<file path="src/rtl/oc_limiter_pkg.sv">
package oc_limiter_pkg;
  typedef struct packed {
    logic hs;
    logic ls;
  } drive_t;

  localparam drive_t DRIVE_OFF = '{hs: 1'b0, ls: 1'b0};
endpackage

</file>
<file path="src/rtl/ocl_frame_track.sv">
module ocl_frame_track #(
  parameter int PULSE_W = 4
) (
  input  logic clk,
  input  logic rst_n,
  input  logic frame_start,
  input  logic pwm_req,
  input  logic oc_flag,
  output logic prev_oc,
  output logic sat_q,
  output logic inj_active
);
  localparam int IW = $clog2(PULSE_W + 1);

  logic          foc_q, tog_q, prev_req_q;
  logic [1:0]    fidx_q;
  logic [IW-1:0] inj_q;
  logic          tog_now, sat_n;
  logic [1:0]    fidx_n;

  assign tog_now = (pwm_req != prev_req_q);
  assign sat_n   = foc_q | ~tog_q;
  assign fidx_n  = fidx_q + 2'd1;

  always_ff @(posedge clk or negedge rst_n) begin
    if (!rst_n) begin
      foc_q      <= 1'b0;
      tog_q      <= 1'b1;
      prev_req_q <= 1'b0;
      fidx_q     <= 2'd0;
      sat_q      <= 1'b0;
      inj_q      <= '0;
    end else begin
      prev_req_q <= pwm_req;
      if (frame_start) begin
        foc_q  <= oc_flag;
        tog_q  <= tog_now;
        sat_q  <= sat_n;
        fidx_q <= fidx_n;
        inj_q  <= (fidx_n == 2'd0 && sat_n) ? IW'(PULSE_W) : '0;
      end else begin
        foc_q <= foc_q | oc_flag;
        tog_q <= tog_q | tog_now;
        if (inj_q != '0) inj_q <= inj_q - IW'(1);
      end
    end
  end

  assign prev_oc    = foc_q;
  assign inj_active = (inj_q != '0);

  a_r9_inj_only_sat: assert property (@(posedge clk) disable iff (!rst_n)
    inj_active |-> sat_q);
  a_r8_clip_on_frame: assert property (@(posedge clk) disable iff (!rst_n)
    $rose(sat_q) |-> $past(frame_start));
endmodule

</file>
<file path="src/rtl/ocl_overload_ctr.sv">
module ocl_overload_ctr #(
  parameter int OVL_FRAMES = 1035
) (
  input  logic clk,
  input  logic rst_n,
  input  logic frame_start,
  input  logic prev_oc,
  input  logic latch_mode,
  input  logic oc_flag,
  output logic shutdown
);
  localparam int CW = $clog2(OVL_FRAMES + 1);
  localparam logic [CW-1:0] TOP  = CW'(OVL_FRAMES);
  localparam logic [CW-1:0] TRIP = CW'(OVL_FRAMES - 1);

  logic [CW-1:0] cnt_q;
  logic          shut_q;

  always_ff @(posedge clk or negedge rst_n) begin
    if (!rst_n) begin
      cnt_q  <= '0;
      shut_q <= 1'b0;
    end else begin
      if (frame_start) begin
        if (prev_oc) begin
          if (cnt_q != TOP) cnt_q <= cnt_q + CW'(1);
          if (cnt_q == TRIP) shut_q <= 1'b1;
        end else if (cnt_q != '0) begin
          cnt_q <= cnt_q - CW'(1);
        end
      end
      if (latch_mode && oc_flag) shut_q <= 1'b1;
    end
  end

  assign shutdown = shut_q;

  a_r5_floor: assert property (@(posedge clk) disable iff (!rst_n)
    (frame_start && !prev_oc && cnt_q == '0) |=> (cnt_q == '0));
  a_r5_bounded: assert property (@(posedge clk) disable iff (!rst_n)
    cnt_q <= TOP);
endmodule

</file>
<file path="src/rtl/ocl_gate.sv">
module ocl_gate
  import oc_limiter_pkg::*;
(
  input  logic   clk,
  input  logic   rst_n,
  input  logic   frame_start,
  input  logic   oc_flag,
  input  logic   pwm_req,
  input  logic   inj_active,
  input  logic   shutdown,
  output drive_t drv
);
  logic flip_q;
  logic lvl;

  always_ff @(posedge clk or negedge rst_n) begin
    if (!rst_n)           flip_q <= 1'b0;
    else if (frame_start) flip_q <= oc_flag;
    else if (oc_flag)     flip_q <= 1'b1;
  end

  assign lvl = pwm_req ^ flip_q ^ inj_active;

  always_comb begin
    if (shutdown) drv = DRIVE_OFF;
    else          drv = '{hs: lvl, ls: ~lvl};
  end

  a_r3_flip_holds: assert property (@(posedge clk) disable iff (!rst_n)
    (flip_q && !frame_start) |=> flip_q);
  a_r2_no_overlap: assert property (@(posedge clk) disable iff (!rst_n)
    !(drv.hs && drv.ls));
endmodule

</file>
<file path="src/rtl/oc_limiter.sv">
module oc_limiter
  import oc_limiter_pkg::*;
#(
  parameter int OVL_FRAMES = 1035,
  parameter int PULSE_W    = 4
) (
  input  logic clk,
  input  logic rst_n,
  input  logic frame_start,
  input  logic pwm_req,
  input  logic oc_flag,
  input  logic latch_mode,
  output logic hs_on,
  output logic ls_on,
  output logic shutdown,
  output logic clip_active
);
  logic   prev_oc, sat_q, inj_active, shut;
  drive_t drv;

  ocl_frame_track #(.PULSE_W(PULSE_W)) u_track (
    .clk, .rst_n, .frame_start, .pwm_req, .oc_flag,
    .prev_oc(prev_oc), .sat_q(sat_q), .inj_active(inj_active)
  );

  ocl_overload_ctr #(.OVL_FRAMES(OVL_FRAMES)) u_ctr (
    .clk, .rst_n, .frame_start, .prev_oc(prev_oc),
    .latch_mode, .oc_flag, .shutdown(shut)
  );

  ocl_gate u_gate (
    .clk, .rst_n, .frame_start, .oc_flag, .pwm_req,
    .inj_active(inj_active), .shutdown(shut), .drv(drv)
  );

  assign hs_on       = drv.hs;
  assign ls_on       = drv.ls;
  assign shutdown    = shut;
  assign clip_active = sat_q;

  a_r6_sticky: assert property (@(posedge clk) disable iff (!rst_n)
    shutdown |=> shutdown);
  a_r6_quiet: assert property (@(posedge clk) disable iff (!rst_n)
    shutdown |-> (!hs_on && !ls_on));
  a_r7_latch_trip: assert property (@(posedge clk) disable iff (!rst_n)
    (latch_mode && oc_flag) |=> shutdown);
endmodule

</file>
<file path="config.mk">
export PLATFORM = sky130hd
export DESIGN_NAME = oc_limiter
export DESIGN_NICKNAME = d
export VERILOG_FILES = /design/src/rtl/oc_limiter_pkg.sv /design/src/rtl/ocl_frame_track.sv /design/src/rtl/ocl_overload_ctr.sv /design/src/rtl/ocl_gate.sv /design/src/rtl/oc_limiter.sv
export SDC_FILE = /design/constraint.sdc
export NUM_CORES = 1
export LEC_CHECK = 0
export CAP_MARGIN = 20
export CELL_PAD_IN_SITES_DETAIL_PLACEMENT = 1
export CELL_PAD_IN_SITES_GLOBAL_PLACEMENT = 1
export CORE_ASPECT_RATIO = 0.5
export CORE_MARGIN = 3
export CORE_UTILIZATION = 52
export CTS_BUF_LIST = sky130_fd_sc_hd__clkbuf_16
export DETAILED_ROUTE_END_ITERATION = 12
export DONT_BUFFER_PORTS = 1
export PLACE_DENSITY_LB_ADDON = 0.1
export REMOVE_ABC_BUFFERS = 1
export SLEW_MARGIN = 5
export SYNTH_ARGS = -nofsm -noshare
export SYNTH_HDL_FRONTEND = slang
export SYNTH_SLANG_ARGS = --single-unit
</file>
<file path="constraint.sdc">
create_clock -name clk -period 5 [get_ports clk]
set_input_delay 0.5 -clock clk [delete_from_list [all_inputs] [get_ports clk]]
set_output_delay 0.5 -clock clk [all_outputs]
set_load 0.05 [all_outputs]
</file>
After elaboration in Yosys (flattened, before gate mapping)
Cells that the tools add are included.
Operators by class
  bitwise logic cells: 7
  equality and inequality tests: 4
  add/sub/neg operators: 4
  muxes and demuxes: 15
  reduce and logical (&&, ||, !) cells: 13
Operators with widths (count)
  11-bit 2-to-1 mux: 3
  2-bit nonzero test: 6
  11-bit by 1-bit adder with 11-bit output (second input constant): 1
  11-bit equality test (second input constant): 1
  11-bit != test (second input constant): 1
  11-bit nonzero test: 1
  11-bit by 1-bit subtractor with 11-bit output (second input constant): 1
  3-bit 2-to-1 mux: 3
  1-bit 2-to-1 mux: 8
  3-bit AND reduction: 2
  1-bit bitwise OR: 3
  3-bit nonzero test: 1
  3-bit by 1-bit subtractor with 3-bit output (second input constant): 1
  2-bit by 1-bit adder with 2-bit output (second input constant): 1
  1-bit logical AND: 2
  2-bit logical NOT: 1
  2-bit 2-to-1 mux: 1
  2-bit by 1-bit != test with 1-bit output (second input constant): 1
  1-bit inverter: 2
  1-bit bitwise XOR: 2
  1-bit != test: 1
Storage, ports and cells
  flip-flop bits (word level): 22
  output and inout bits: 4
  logic and storage cells: 52
  bits of input ports: 6

Depth between registers and ports, before layout
Gate-level depths: netlist of the first run.
  word-level depth: 5
  gate-level depth with buffers: 7
  gate-level depth less buffers: 7

Cells and area by module
Synthesis of the first run repeated with hierarchy kept, for this count alone.
Second synthesis, totals
  cells, all modules: 139
  area, all modules: 1416.4 um^2
Modules (own cells, without submodules)
  ocl_overload_ctr: cells an instance 99, seq. area each 300.3 um^2, times used 1, area each 918.4 um^2
  ocl_frame_track: cells an instance 34, seq. area each 226.5 um^2, times used 1, area each 419.2 um^2
  ocl_gate: cells an instance 6, seq. area each 25.0 um^2, times used 1, area each 78.8 um^2

Worst setup path before layout of the first run
OpenSTA, ideal clock, no wires.
  path kind: reg2out
  from: register u_track.inj_q[0]
  to: output port hs_on
  buffers on the path: 0
  cell stages (with the launch flop): 6
  arrival time: 1.640 ns
  path slack: 2.860 ns
  cell sequence: dfrtp_1 -> inv_1 -> ha_1 -> nand2b_1 -> xnor2_1 -> nor2b_1
On the way
  longest elaborated chain between the ends: 3
RTL lines
  start, declared: line ocl_frame_track.sv:17  | logic [IW-1:0] inj_q;
  start signal, assigned: line ocl_frame_track.sv:40  | inj_q <= (fidx_n == 2'd0 && sat_n) ? IW'(PULSE_W) : '0;
  start signal, assigned: line ocl_frame_track.sv:44  | if (inj_q != '0) inj_q <= inj_q - IW'(1);
  3-bit nonzero test: line ocl_frame_track.sv:50  | assign inj_active = (inj_q != '0);
  1-bit bitwise XOR: line ocl_gate.sv:22  | assign lvl = pwm_req ^ flip_q ^ inj_active;
  2-bit 2-to-1 mux: line ocl_gate.sv:25  | if (shutdown) drv = DRIVE_OFF;
  end, declared: line oc_limiter.sv:13  | output logic hs_on,
No other way between the ends.

Worst setup path in the final report of the first run
Ends and elaborated chain as after synthesis.

==> results of run 1 <==
where the power goes:
part	internal, mW	switching (mW)	total, mW
Sequential	0.244	0.0631	0.307
Combinational	0.180	0.219	0.399
Clock	0.159	0.0643	0.223
worst max-delay path by stage:
stage	from	end	slack [ns]
2_1_floorplan	u_track.inj_q[0]	hs_on	2.86
3_3_place_gp	u_track.prev_oc	u_ctr.cnt_q[10]	2.71
3_5_place_dp	u_track.prev_oc	u_ctr.cnt_q[10]	2.57
4_1_cts	u_track.inj_q[0]	hs_on	2.41
5_1_grt	u_track.prev_oc	u_ctr.cnt_q[10]	2.27
6_report	u_track.inj_q[0]	hs_on	2.40
placed cells by master (no fill, tap or decap), types with 2 or more instances in the layout:
master,count
sky130_fd_sc_hd__dfrtp_1,21
sky130_fd_sc_hd__nand2_1,13
sky130_fd_sc_hd__ha_1,12
sky130_fd_sc_hd__a21oi_1,10
sky130_fd_sc_hd__xnor2_1,9
sky130_fd_sc_hd__nor2_1,9
sky130_fd_sc_hd__a21o_1,7
sky130_fd_sc_hd__inv_1,6
sky130_fd_sc_hd__o21ai_0,5
sky130_fd_sc_hd__o21ai_1,4
sky130_fd_sc_hd__nand4_1,3
sky130_fd_sc_hd__xor2_1,3
sky130_fd_sc_hd__a211oi_1,3
sky130_fd_sc_hd__a211o_1,3
sky130_fd_sc_hd__clkbuf_16,3
sky130_fd_sc_hd__nor2b_1,2
sky130_fd_sc_hd__mux2_2,2
sky130_fd_sc_hd__nand3_1,2
sky130_fd_sc_hd__mux2i_1,2
state kept, by name, indices dropped and copies added (netlist names):
name                flops
u_gate.flip_q           1
u_track.sat_q           1
u_track.inj_q           3
u_track.tog_q           1
u_track.fidx_q          2
u_track.prev_oc         1
u_ctr.shutdown          1
u_ctr.cnt_q            11
u_track.prev_req_q      1
per-layer routing:
metal	up-vias	GRT usage	wire length, um
met2	10	0.367	1550
met4	0	0.0209	6
li1	495	-	-
met3	2	0.0558	83
met1	513	0.289	1600
met5	-	0	0
cell families (layout without fill, tap and decap cells):
kind of cell / after synthesis / count (layout) / share of synthesized area
DFF: 22 / 22 / 0.405
and+or+nand+nor: 36 / 36 / 0.128
muxes: 6 / 6 / 0.0560
AOI/OAI and AO/OA: 39 / 39 / 0.185
adders and majority gates: 13 / 13 / 0.125
xor gates and xnor gates: 12 / 12 / 0.0771
buffers and inverters: 8 / 11 / 0.0248
area by class of cell:
class	instances	area (sq um)	share of cell area
clock buffers	3	75.1	0.0497
multi-input cells	106	777	0.514
clock inverters	1	30.0	0.0199
flip-flops and latches	22	552	0.365
well taps	35	43.8	0.0290
inverters	6	22.5	0.0149
repair buffers	1	10.0	0.00663
what timing repair did:
| action | in CTS | in global routing |
|---|---|---|
| endpoints found under the hold margin | 21 | 0 |
| hold buffers | 1 | 0 |
| endpoints found under the setup margin | 0 | 0 |
stage by stage:
stage                      util  total power [mW]  std cells
after detailed placement  0.596             0.687        169
after CTS                 0.645             0.930        174
after global placement    0.596             0.662        169
after floorplan               -             0.599        134
final                     0.645             0.929        174
after global routing      0.645              1.00        174
==> results.sh, run 1 <==
export IMPL_outcome="complete, no violations"
export IMPL_cts_buffers=3
export IMPL_setup_viol_count_final=0
export IMPL_synthTopCellsByCount="21 x sky130_fd_sc_hd__dfrtp_1, 13 x sky130_fd_sc_hd__nand2_1, 12 x sky130_fd_sc_hd__ha_1, 10 x sky130_fd_sc_hd__a21oi_1"
export IMPL_cp_top_delay_family="simple AND/OR/NAND/NOR gates"
export IMPL_synth_ff_latch_count=22
export IMPL_dr_pass1_iters=4
export IMPL_synthesis_area_per_instance_sq_um=10.0
export IMPL_synth_area_sq_um=1360
export IMPL_ys_flop_type="sky130_fd_sc_hd__dfrtp_1"
export IMPL_cellLeakagePower_nw=0.666
export IMPL_final_hold_worst_slack_ns=0.0853
export IMPL_max_slew_worst_pin_slew_ns=0.961
export IMPL_setup_worst_path_end_class="primary output"
export IMPL_synth_most_common_cell="sky130_fd_sc_hd__dfrtp_1"
export IMPL_clk_root_buffer_cell="sky130_fd_sc_hd__clkbuf_16"
export IMPL_critical_path_cell_with_the_highest_stage_delay="sky130_fd_sc_hd__nor2b_1"
export IMPL_hold_violations=0
export IMPL_detail_route_wl_per_cell_um=18.6
export IMPL_routed_via_count=1020
export IMPL_crit_buf_inv=1
export IMPL_clock_tree_from_tritoncts="yes"
export IMPL_grt_max_degree=22
export IMPL_floorplan_rows=12
export IMPL_clkSlewWorstSetupHoldPaths_ns=0.06
export IMPL_worst_reg2reg_setup_slack_ns=2.44
export IMPL_post_synth_cell_types=38
export IMPL_critical_path_required_ns=4.50
export IMPL_hp_class="in2async"
export IMPL_postLayoutSetupSlackWorst_ns=2.40
export IMPL_path_class="reg2out"
export IMPL_final_design_area_excluding_fillers_sq_um=1510
export IMPL_finClkSkew_ns=0.00185
export IMPL_start_util=0.582
export IMPL_synth_top_cells_by_area="sky130_fd_sc_hd__dfrtp_1 39%, sky130_fd_sc_hd__ha_1 11%, sky130_fd_sc_hd__xnor2_1 5.8%"
export IMPL_critical_path_max_stage_delay_ns=0.77
export IMPL_critical_path_max_fanout=4
export IMPL_timing_limited_maximum_frequency_mhz=385
export IMPL_asyncSetResetFlopFracSynth=1.00
export IMPL_crit_arrival_ns=2.10
export IMPL_slew_viol_final=0
export IMPL_reg2reg_depth=7
export IMPL_number_of_antenna_violations_at_the_first_check_in_global_routing=0
export IMPL_vdd_drop_max_mv=0.310
export IMPL_clock_sinks=22
export IMPL_via_per_instance_ratio=5.86
export IMPL_core_area_sq_um=2340
export IMPL_synth_warnings=0
export IMPL_first_global_vias=1074
export IMPL_tns_setup_ns=0
export IMPL_post_route_min_period_ns=2.60
export IMPL_rr_endpoint="u_ctr.cnt_q[10]"
export IMPL_slew_headroom=0.357
export IMPL_num_antenna_cells=0
export IMPL_maxCapViolations=0
export IMPL_grt_ovfl_total=0
export IMPL_powerDensity_nw_per_um2=615
export IMPL_worstSetupStartpointType="flip-flop"
export IMPL_global_route_total_usage_across_every_layer=0.216
export IMPL_synth_largest_type_area_fraction=0.386
export IMPL_insertion_delay_ns=0.25
export IMPL_cts_resized=0
export IMPL_nets=159
export IMPL_post_placement_worst_setup_slack_ns=2.57
export IMPL_number_of_instances_in_the_synthesized_netlist=136
export IMPL_r2r_start="u_track.prev_oc"
export IMPL_postCtsSetupRepairBufs=0
export IMPL_deepest_clock_path_buffer_count=2
export IMPL_io_pin_count=10
export IMPL_io_buffer_count=0
export IMPL_drc=0
export IMPL_cp_depth=5
export IMPL_die_width_um=78.4
export IMPL_flow_area_growth_from_synthesis_pct=10.8
export IMPL_post_route_period_util=0.519
export IMPL_floorplan_die_height_um=42.2
export IMPL_synth_enable_flop_cells=0
export IMPL_antenna_violating_nets_post_route=0
export IMPL_drt_initial_drc_count=30
export IMPL_routed_wirelength_mm=3.24
export IMPL_htreeDepth=1
export IMPL_synth_top_cell_by_area="sky130_fd_sc_hd__dfrtp_1"
export IMPL_fillCellCount=253
export IMPL_synth_sequential_area_ratio=0.405
export IMPL_gp_congestion=0.741
export IMPL_grt_pass1_wl_mm=5.50
export IMPL_post_route_cells_drive_above_1_share=0.0719
export IMPL_place_detailed_hpwl_mm=2.17
export IMPL_postPlaceCellArea_sq_um=1400
export IMPL_critical_path_cell_chain="inv_1 > ha_1 > nand2b_1 > xnor2_1 > nor2b_1"
export IMPL_rsz_0062_raised_after_global_routing="no"
export IMPL_full_die_area_sq_um=3310
No activity file was read; power rests on OpenSTA's default activity.
==> run 2, diff against run 1 <==
--- a/config.mk
+++ b/config.mk
@@ -10,7 +10,7 @@
 export CELL_PAD_IN_SITES_GLOBAL_PLACEMENT = 1
 export CORE_ASPECT_RATIO = 0.5
 export CORE_MARGIN = 3
-export CORE_UTILIZATION = 52
+export CORE_UTILIZATION = 49
 export CTS_BUF_LIST = sky130_fd_sc_hd__clkbuf_16
 export DETAILED_ROUTE_END_ITERATION = 12
 export DONT_BUFFER_PORTS = 1
==> constraint.sdc (replaced) <==
create_clock -name clk -period 2.4 [get_ports clk]
set_input_delay 0.24 -clock clk [delete_from_list [all_inputs] [get_ports clk]]
set_output_delay 0.24 -clock clk [all_outputs]
set_load 0.05 [all_outputs]
==> results.sh, run 2 (synthesized netlist as in run 1, its figures left out) <==
export IMPL_start_util=0.564
export IMPL_post_route_period_util=0.928
export IMPL_routed_wirelength_mm=3.72
export IMPL_deepest_clock_path_buffer_count=2
export IMPL_grt_max_degree=23
export IMPL_flow_area_growth_from_synthesis_pct=15.6
export IMPL_first_global_vias=1171
export IMPL_insertion_delay_ns=0.26
export IMPL_clock_sinks=22
export IMPL_number_of_antenna_violations_at_the_first_check_in_global_routing=0
export IMPL_io_buffer_count=0
export IMPL_cp_top_delay_family="compound AO/OA/AOI/OAI gates"
export IMPL_multi_input_area_sq_um=783
export IMPL_finClkSkew_ns=0.00290
export IMPL_critical_path_cell_chain="inv_1 > ha_1 > a21o_1 > a221oi_2 > o31ai_1 > mux2i_1 > xnor2_1"
export IMPL_rsz_0062_raised_after_global_routing="no"
export IMPL_clk_root_buffer_cell="sky130_fd_sc_hd__clkbuf_16"
export IMPL_crit_buf_inv=1
export IMPL_critical_path_max_fanout=8
export IMPL_crit_arrival_ns=2.41
export IMPL_totalPowerFinal_mw=2.02
export IMPL_biggestRegsByFlops="u_ctr.cnt_q (11), u_track.inj_q (3), u_track.fidx_q (2)"
export IMPL_cellLeakagePower_nw=0.704
export IMPL_max_slew_worst_pin_slew_ns=0.605
export IMPL_clock_tree_from_tritoncts="yes"
export IMPL_layout_area_seq_sq_um=552
export IMPL_min_from="frame_start"
export IMPL_drc=0
export IMPL_floorplan_die_height_um=43.3
export IMPL_grt_pass1_wl_mm=6.10
export IMPL_path_class="reg2reg"
export IMPL_fillCellCount=265
export IMPL_tns_setup_ns=0
export IMPL_hold_violations=0
export IMPL_powerDensity_nw_per_um2=1280
export IMPL_outcome="complete, no violations"
export IMPL_hold_endpoint="u_track.inj_q[1]"
export IMPL_slew_headroom=0.595
export IMPL_gp_congestion=0.885
export IMPL_htreeDepth=1
export IMPL_place_detailed_hpwl_mm=2.53
export IMPL_global_route_total_usage_across_every_layer=0.238
export IMPL_grt_ovfl_total=0
export IMPL_worst_reg2reg_setup_slack_ns=0.17
export IMPL_post_route_cells_drive_above_1_share=0.116
export IMPL_timing_limited_maximum_frequency_mhz=449
export IMPL_vdd_drop_max_mv=0.560
export IMPL_largest_register="u_ctr.cnt_q"
export IMPL_maxCapViolations=0
export IMPL_most_common_layout_cells="21 x sky130_fd_sc_hd__dfrtp_1, 13 x sky130_fd_sc_hd__nand2_1, 12 x sky130_fd_sc_hd__ha_1"
export IMPL_slew_viol_final=0
export IMPL_rr_endpoint="u_ctr.cnt_q[10]"
export IMPL_cts_buffers=3
export IMPL_critical_path_cell_with_the_highest_stage_delay="sky130_fd_sc_hd__a221oi_2"
export IMPL_io_pin_count=10
export IMPL_hp_class="in2reg"
export IMPL_dr_pass1_iters=4
export IMPL_antenna_violating_nets_post_route=0
export IMPL_floorplan_rows=12
export IMPL_nets=166
export IMPL_layoutNonFillerInstCount=181
export IMPL_num_antenna_cells=0
export IMPL_full_die_area_sq_um=3490
export IMPL_drt_initial_drc_count=55
export IMPL_final_hold_worst_slack_ns=0.0387
export IMPL_clkSlewWorstSetupHoldPaths_ns=0.06
export IMPL_via_per_instance_ratio=6.10
export IMPL_routed_via_count=1105
export IMPL_setup_worst_path_end_class="flip-flop"
export IMPL_placedCellCount=174
export IMPL_core_area_sq_um=2420
export IMPL_die_width_um=80.6
export IMPL_detail_route_wl_per_cell_um=20.5
export IMPL_setup_viol_count_final=0
export IMPL_critical_path_max_stage_delay_ns=0.39
export IMPL_reg2reg_depth=7
export IMPL_worstSetupStartpointType="flip-flop"
export IMPL_flip_flop_count_of_the_largest_register_after_layout=11
export IMPL_post_route_min_period_ns=2.23
export IMPL_r2r_start="u_track.prev_oc"
export IMPL_layout_commonest_cell="sky130_fd_sc_hd__dfrtp_1"
export IMPL_holdPathStages=1
export IMPL_critical_path_required_ns=2.58
## run 2: cell count changes in the layout (fill, tap and decap cells not counted), sizes merged
cell | previous run | this run
buf | 0 | 6
dlygate4sd3 | 1 | 2
## run 2: power by group
group	internal (mW)	switching, mW
Clock	0.332	0.143
Sequential	0.507	0.142
Combinational	0.393	0.505
## run 2: layer usage
metal	GRT usage	wire length [um]
met5	0	0
met4	0.0774	74
met3	0.0678	177
met2	0.398	1800
met1	0.296	1670
## run 2: what timing repair did
item / in CTS / in global routing
endpoints found under the setup margin: 0 / 2
hold endpoints to repair: 22 / 1
setup buffers: 0 / 0
resized for setup: 0 / 1
hold buffers: 1 / 1
## run 2: layout make-up
| cell class | instances | share of cell area |
|---|---|---|
| Multi-Input combinational cell | 106 | 0.497 |
| Sequential cell | 22 | 0.350 |
| Clock buffer | 3 | 0.0477 |
| Timing Repair Buffer | 8 | 0.0437 |
| Tap cell | 35 | 0.0278 |
| Clock inverter | 1 | 0.0191 |
| Inverter | 6 | 0.0143 |
## run 2: worst max-delay path by stage
stage,end,cells past startpoint,slack [ns],from
2_1_floorplan,u_ctr.cnt_q[10],7,0.27,u_track.prev_oc
4_1_cts,u_ctr.cnt_q[10],7,0.002,u_track.prev_oc
6_report,u_ctr.cnt_q[10],7,0.17,u_track.prev_oc
3_5_place_dp,u_ctr.cnt_q[10],7,0.13,u_track.prev_oc
3_3_place_gp,u_ctr.cnt_q[10],7,0.25,u_track.prev_oc
5_1_grt,u_ctr.cnt_q[10],7,0.04,u_track.prev_oc
## run 2: through the flow
step	util	worst slack [ns]	cell area, sq um
after CTS	0.640	0.00197	1550
after global placement	0.593	0.251	1430
after detailed placement	0.593	0.128	1430
after floorplan	-	0.274	1350
after global routing	0.652	0.0391	1580
final	0.652	0.172	1580
==> run 3, diff against run 2 <==
--- a/config.mk
+++ b/config.mk
@@ -10,7 +10,7 @@
 export CELL_PAD_IN_SITES_GLOBAL_PLACEMENT = 1
 export CORE_ASPECT_RATIO = 0.5
 export CORE_MARGIN = 3
-export CORE_UTILIZATION = 49
+export CORE_UTILIZATION = 44
 export CTS_BUF_LIST = sky130_fd_sc_hd__clkbuf_16
 export DETAILED_ROUTE_END_ITERATION = 12
 export DONT_BUFFER_PORTS = 1
==> constraint.sdc (replaced) <==
create_clock -name clk -period 1.89 [get_ports clk]
set_input_delay 0.189 -clock clk [delete_from_list [all_inputs] [get_ports clk]]
set_output_delay 0.189 -clock clk [all_outputs]
set_load 0.05 [all_outputs]
==> results.sh, run 3 (synthesized netlist as in run 1, its figures left out) <==
export IMPL_antenna_violating_nets_post_route=0
export IMPL_htreeDepth=1
export IMPL_hp_class="in2reg"
export IMPL_clk_root_buffer_cell="sky130_fd_sc_hd__clkbuf_16"
export IMPL_clkSlewWorstSetupHoldPaths_ns=0.06
export IMPL_maxCapViolations=0
export IMPL_powerDensity_nw_per_um2=1620
export IMPL_worst_reg2reg_setup_slack_ns=-0.28
export IMPL_core_area_sq_um=2770
export IMPL_crit_buf_inv=2
export IMPL_grt_ovfl_total=0
export IMPL_tns_setup_ns=-1.20
export IMPL_place_detailed_hpwl_mm=2.51
export IMPL_routed_wirelength_mm=5.00
export IMPL_most_common_layout_cells="21 x sky130_fd_sc_hd__dfrtp_1, 18 x sky130_fd_sc_hd__buf_4, 11 x sky130_fd_sc_hd__nand2_1"
export IMPL_critical_path_required_ns=2.06
export IMPL_start_util=0.493
export IMPL_die_width_um=84.7
export IMPL_grt_max_degree=23
export IMPL_gp_congestion=0.854
export IMPL_cts_buffers=3
export IMPL_post_route_period_util=1.15
export IMPL_slew_headroom=0.595
export IMPL_violations="hold timing, setup timing"
export IMPL_cp_top_delay_family="compound AO/OA/AOI/OAI gates"
export IMPL_postLayoutSetupSlackWorst_ns=-0.276
export IMPL_post_route_min_period_ns=2.17
export IMPL_crit_arrival_ns=2.34
export IMPL_vdd_drop_max_mv=1.10
export IMPL_number_of_antenna_violations_at_the_first_check_in_global_routing=0
export IMPL_full_die_area_sq_um=3840
export IMPL_timing_limited_maximum_frequency_mhz=462
export IMPL_insertion_delay_ns=0.26
export IMPL_max_slew_worst_pin_slew_ns=0.608
export IMPL_layout_commonest_cell="sky130_fd_sc_hd__dfrtp_1"
export IMPL_post_route_cells_drive_above_1_share=0.393
export IMPL_r2r_start="u_track.prev_oc"
export IMPL_setup_worst_path_end_class="flip-flop"
export IMPL_cellLeakagePower_nw=0.847
export IMPL_via_per_instance_ratio=6.14
export IMPL_hold_violations=1
export IMPL_crit_start="u_track.prev_oc"
export IMPL_deepest_clock_path_buffer_count=2
export IMPL_clock_sinks=22
export IMPL_grt_pass1_wl_mm=7.04
export IMPL_final_hold_worst_slack_ns=-0.00000985
export IMPL_cp_depth=8
export IMPL_num_antenna_cells=0
export IMPL_finClkSkew_ns=0.00283
export IMPL_global_route_total_usage_across_every_layer=0.254
export IMPL_routed_via_count=1258
export IMPL_drt_initial_drc_count=87
export IMPL_biggestRegsByFlops="u_ctr.cnt_q (11), u_track.inj_q (3), u_track.fidx_q (2)"
export IMPL_rsz_0062_raised_after_global_routing="yes"
export IMPL_first_global_vias=1293
export IMPL_drc=0
export IMPL_rr_endpoint="u_ctr.cnt_q[10]"
export IMPL_critical_path_cell_with_the_highest_stage_delay="sky130_fd_sc_hd__dfrtp_1"
export IMPL_dr_pass1_iters=4
export IMPL_clock_tree_from_tritoncts="yes"
export IMPL_detail_route_wl_per_cell_um=24.4
export IMPL_outcome="complete, but fails checks"
export IMPL_setup_viol_count_final=8
export IMPL_crit_path_end="u_ctr.cnt_q[10]"
export IMPL_nets=188
export IMPL_critical_path_max_stage_delay_ns=0.40
export IMPL_floorplan_die_height_um=45.4
export IMPL_largest_register="u_ctr.cnt_q"
export IMPL_worstSetupStartpointType="flip-flop"
export IMPL_io_buffer_count=0
export IMPL_critical_path_max_fanout=7
export IMPL_slew_viol_final=0
export IMPL_flow_area_growth_from_synthesis_pct=45.0
export IMPL_io_pin_count=10
export IMPL_flip_flop_count_of_the_largest_register_after_layout=11
export IMPL_reg2reg_depth=8
export IMPL_path_class="reg2reg"
export IMPL_floorplan_rows=13
export IMPL_critical_path_cell_chain="clkinv_4 > fa_2 > a21o_1 > a221oi_2 > buf_4 > o31ai_4 > mux2i_2 > xnor2_1"
run 3: changes by cell type in the layout (fill, tap and decap cells not counted), moves of 2 or more:
cell / change
sky130_fd_sc_hd__a21oi_1: -4
sky130_fd_sc_hd__a21oi_2: +3
sky130_fd_sc_hd__buf_4: +13
sky130_fd_sc_hd__buf_6: +5
sky130_fd_sc_hd__ha_1: -8
sky130_fd_sc_hd__ha_2: +4
sky130_fd_sc_hd__ha_4: +4
sky130_fd_sc_hd__mux2_4: +2
sky130_fd_sc_hd__nand2_1: -2
sky130_fd_sc_hd__nand2_2: +2
sky130_fd_sc_hd__o21ai_2: +2
run 3: worst min path at each step:
stage	from	endpoint	depth (start not counted)
floorplan	rst_n	u_ctr.cnt_q[0]	0
global placement	rst_n	u_track.prev_req_q	0
detailed placement	rst_n	u_ctr.shutdown	0
CTS	frame_start	u_track.tog_q	1
global route	frame_start	u_track.inj_q[2]	1
finish	frame_start	u_track.tog_q	1
run 3: cell type report:
class	count	area, sq um
clock buffer	3	75.1
clock inverter	1	30.0
fill	268	790
inverter	6	27.5
multi-input combinational	106	950
sequential	22	552
tap	37	46.3
timing repair buffer	30	295
run 3: power breakdown:
part	total (mW)	internal [mW]	switching, mW
clock	0.613	0.421	0.192
sequential	0.868	0.643	0.225
combinational	1.72	0.854	0.869
run 3: repair_timing:
| action | CTS | global route |
|---|---|---|
| resized for setup | 17 | 28 |
| endpoints found under the hold margin | 25 | 0 |
| hold buffers | 3 | 0 |
| pin swaps | 7 | 7 |
| setup buffers | 5 | 4 |
| cloned | 1 | 0 |
| setup endpoints to repair | 7 | 11 |
run 3: per-stage QoR:
stage          std cells  area (sq um)  setup slack [ns]  total power, mW   util
2_1_floorplan        134          1350            -0.236             1.58      -
3_3_place_gp         188          1540            -0.172             1.90  0.556
3_5_place_dp         188          1540            -0.283             1.97  0.556
4_1_cts              201          1820            -0.105             2.81  0.659
5_1_grt              205          1980            -0.370             3.38  0.714
6_report             205          1980            -0.276             3.20  0.714
run 3: layer usage:
layer	part of all wire	global-route usage	vias to the layer above
li1	-	-	555
met1	0.45	0.328	642
met2	0.46	0.439	49
met3	0.066	0.0565	12
met4	0.022	0.0789	0
met5	0	0	-
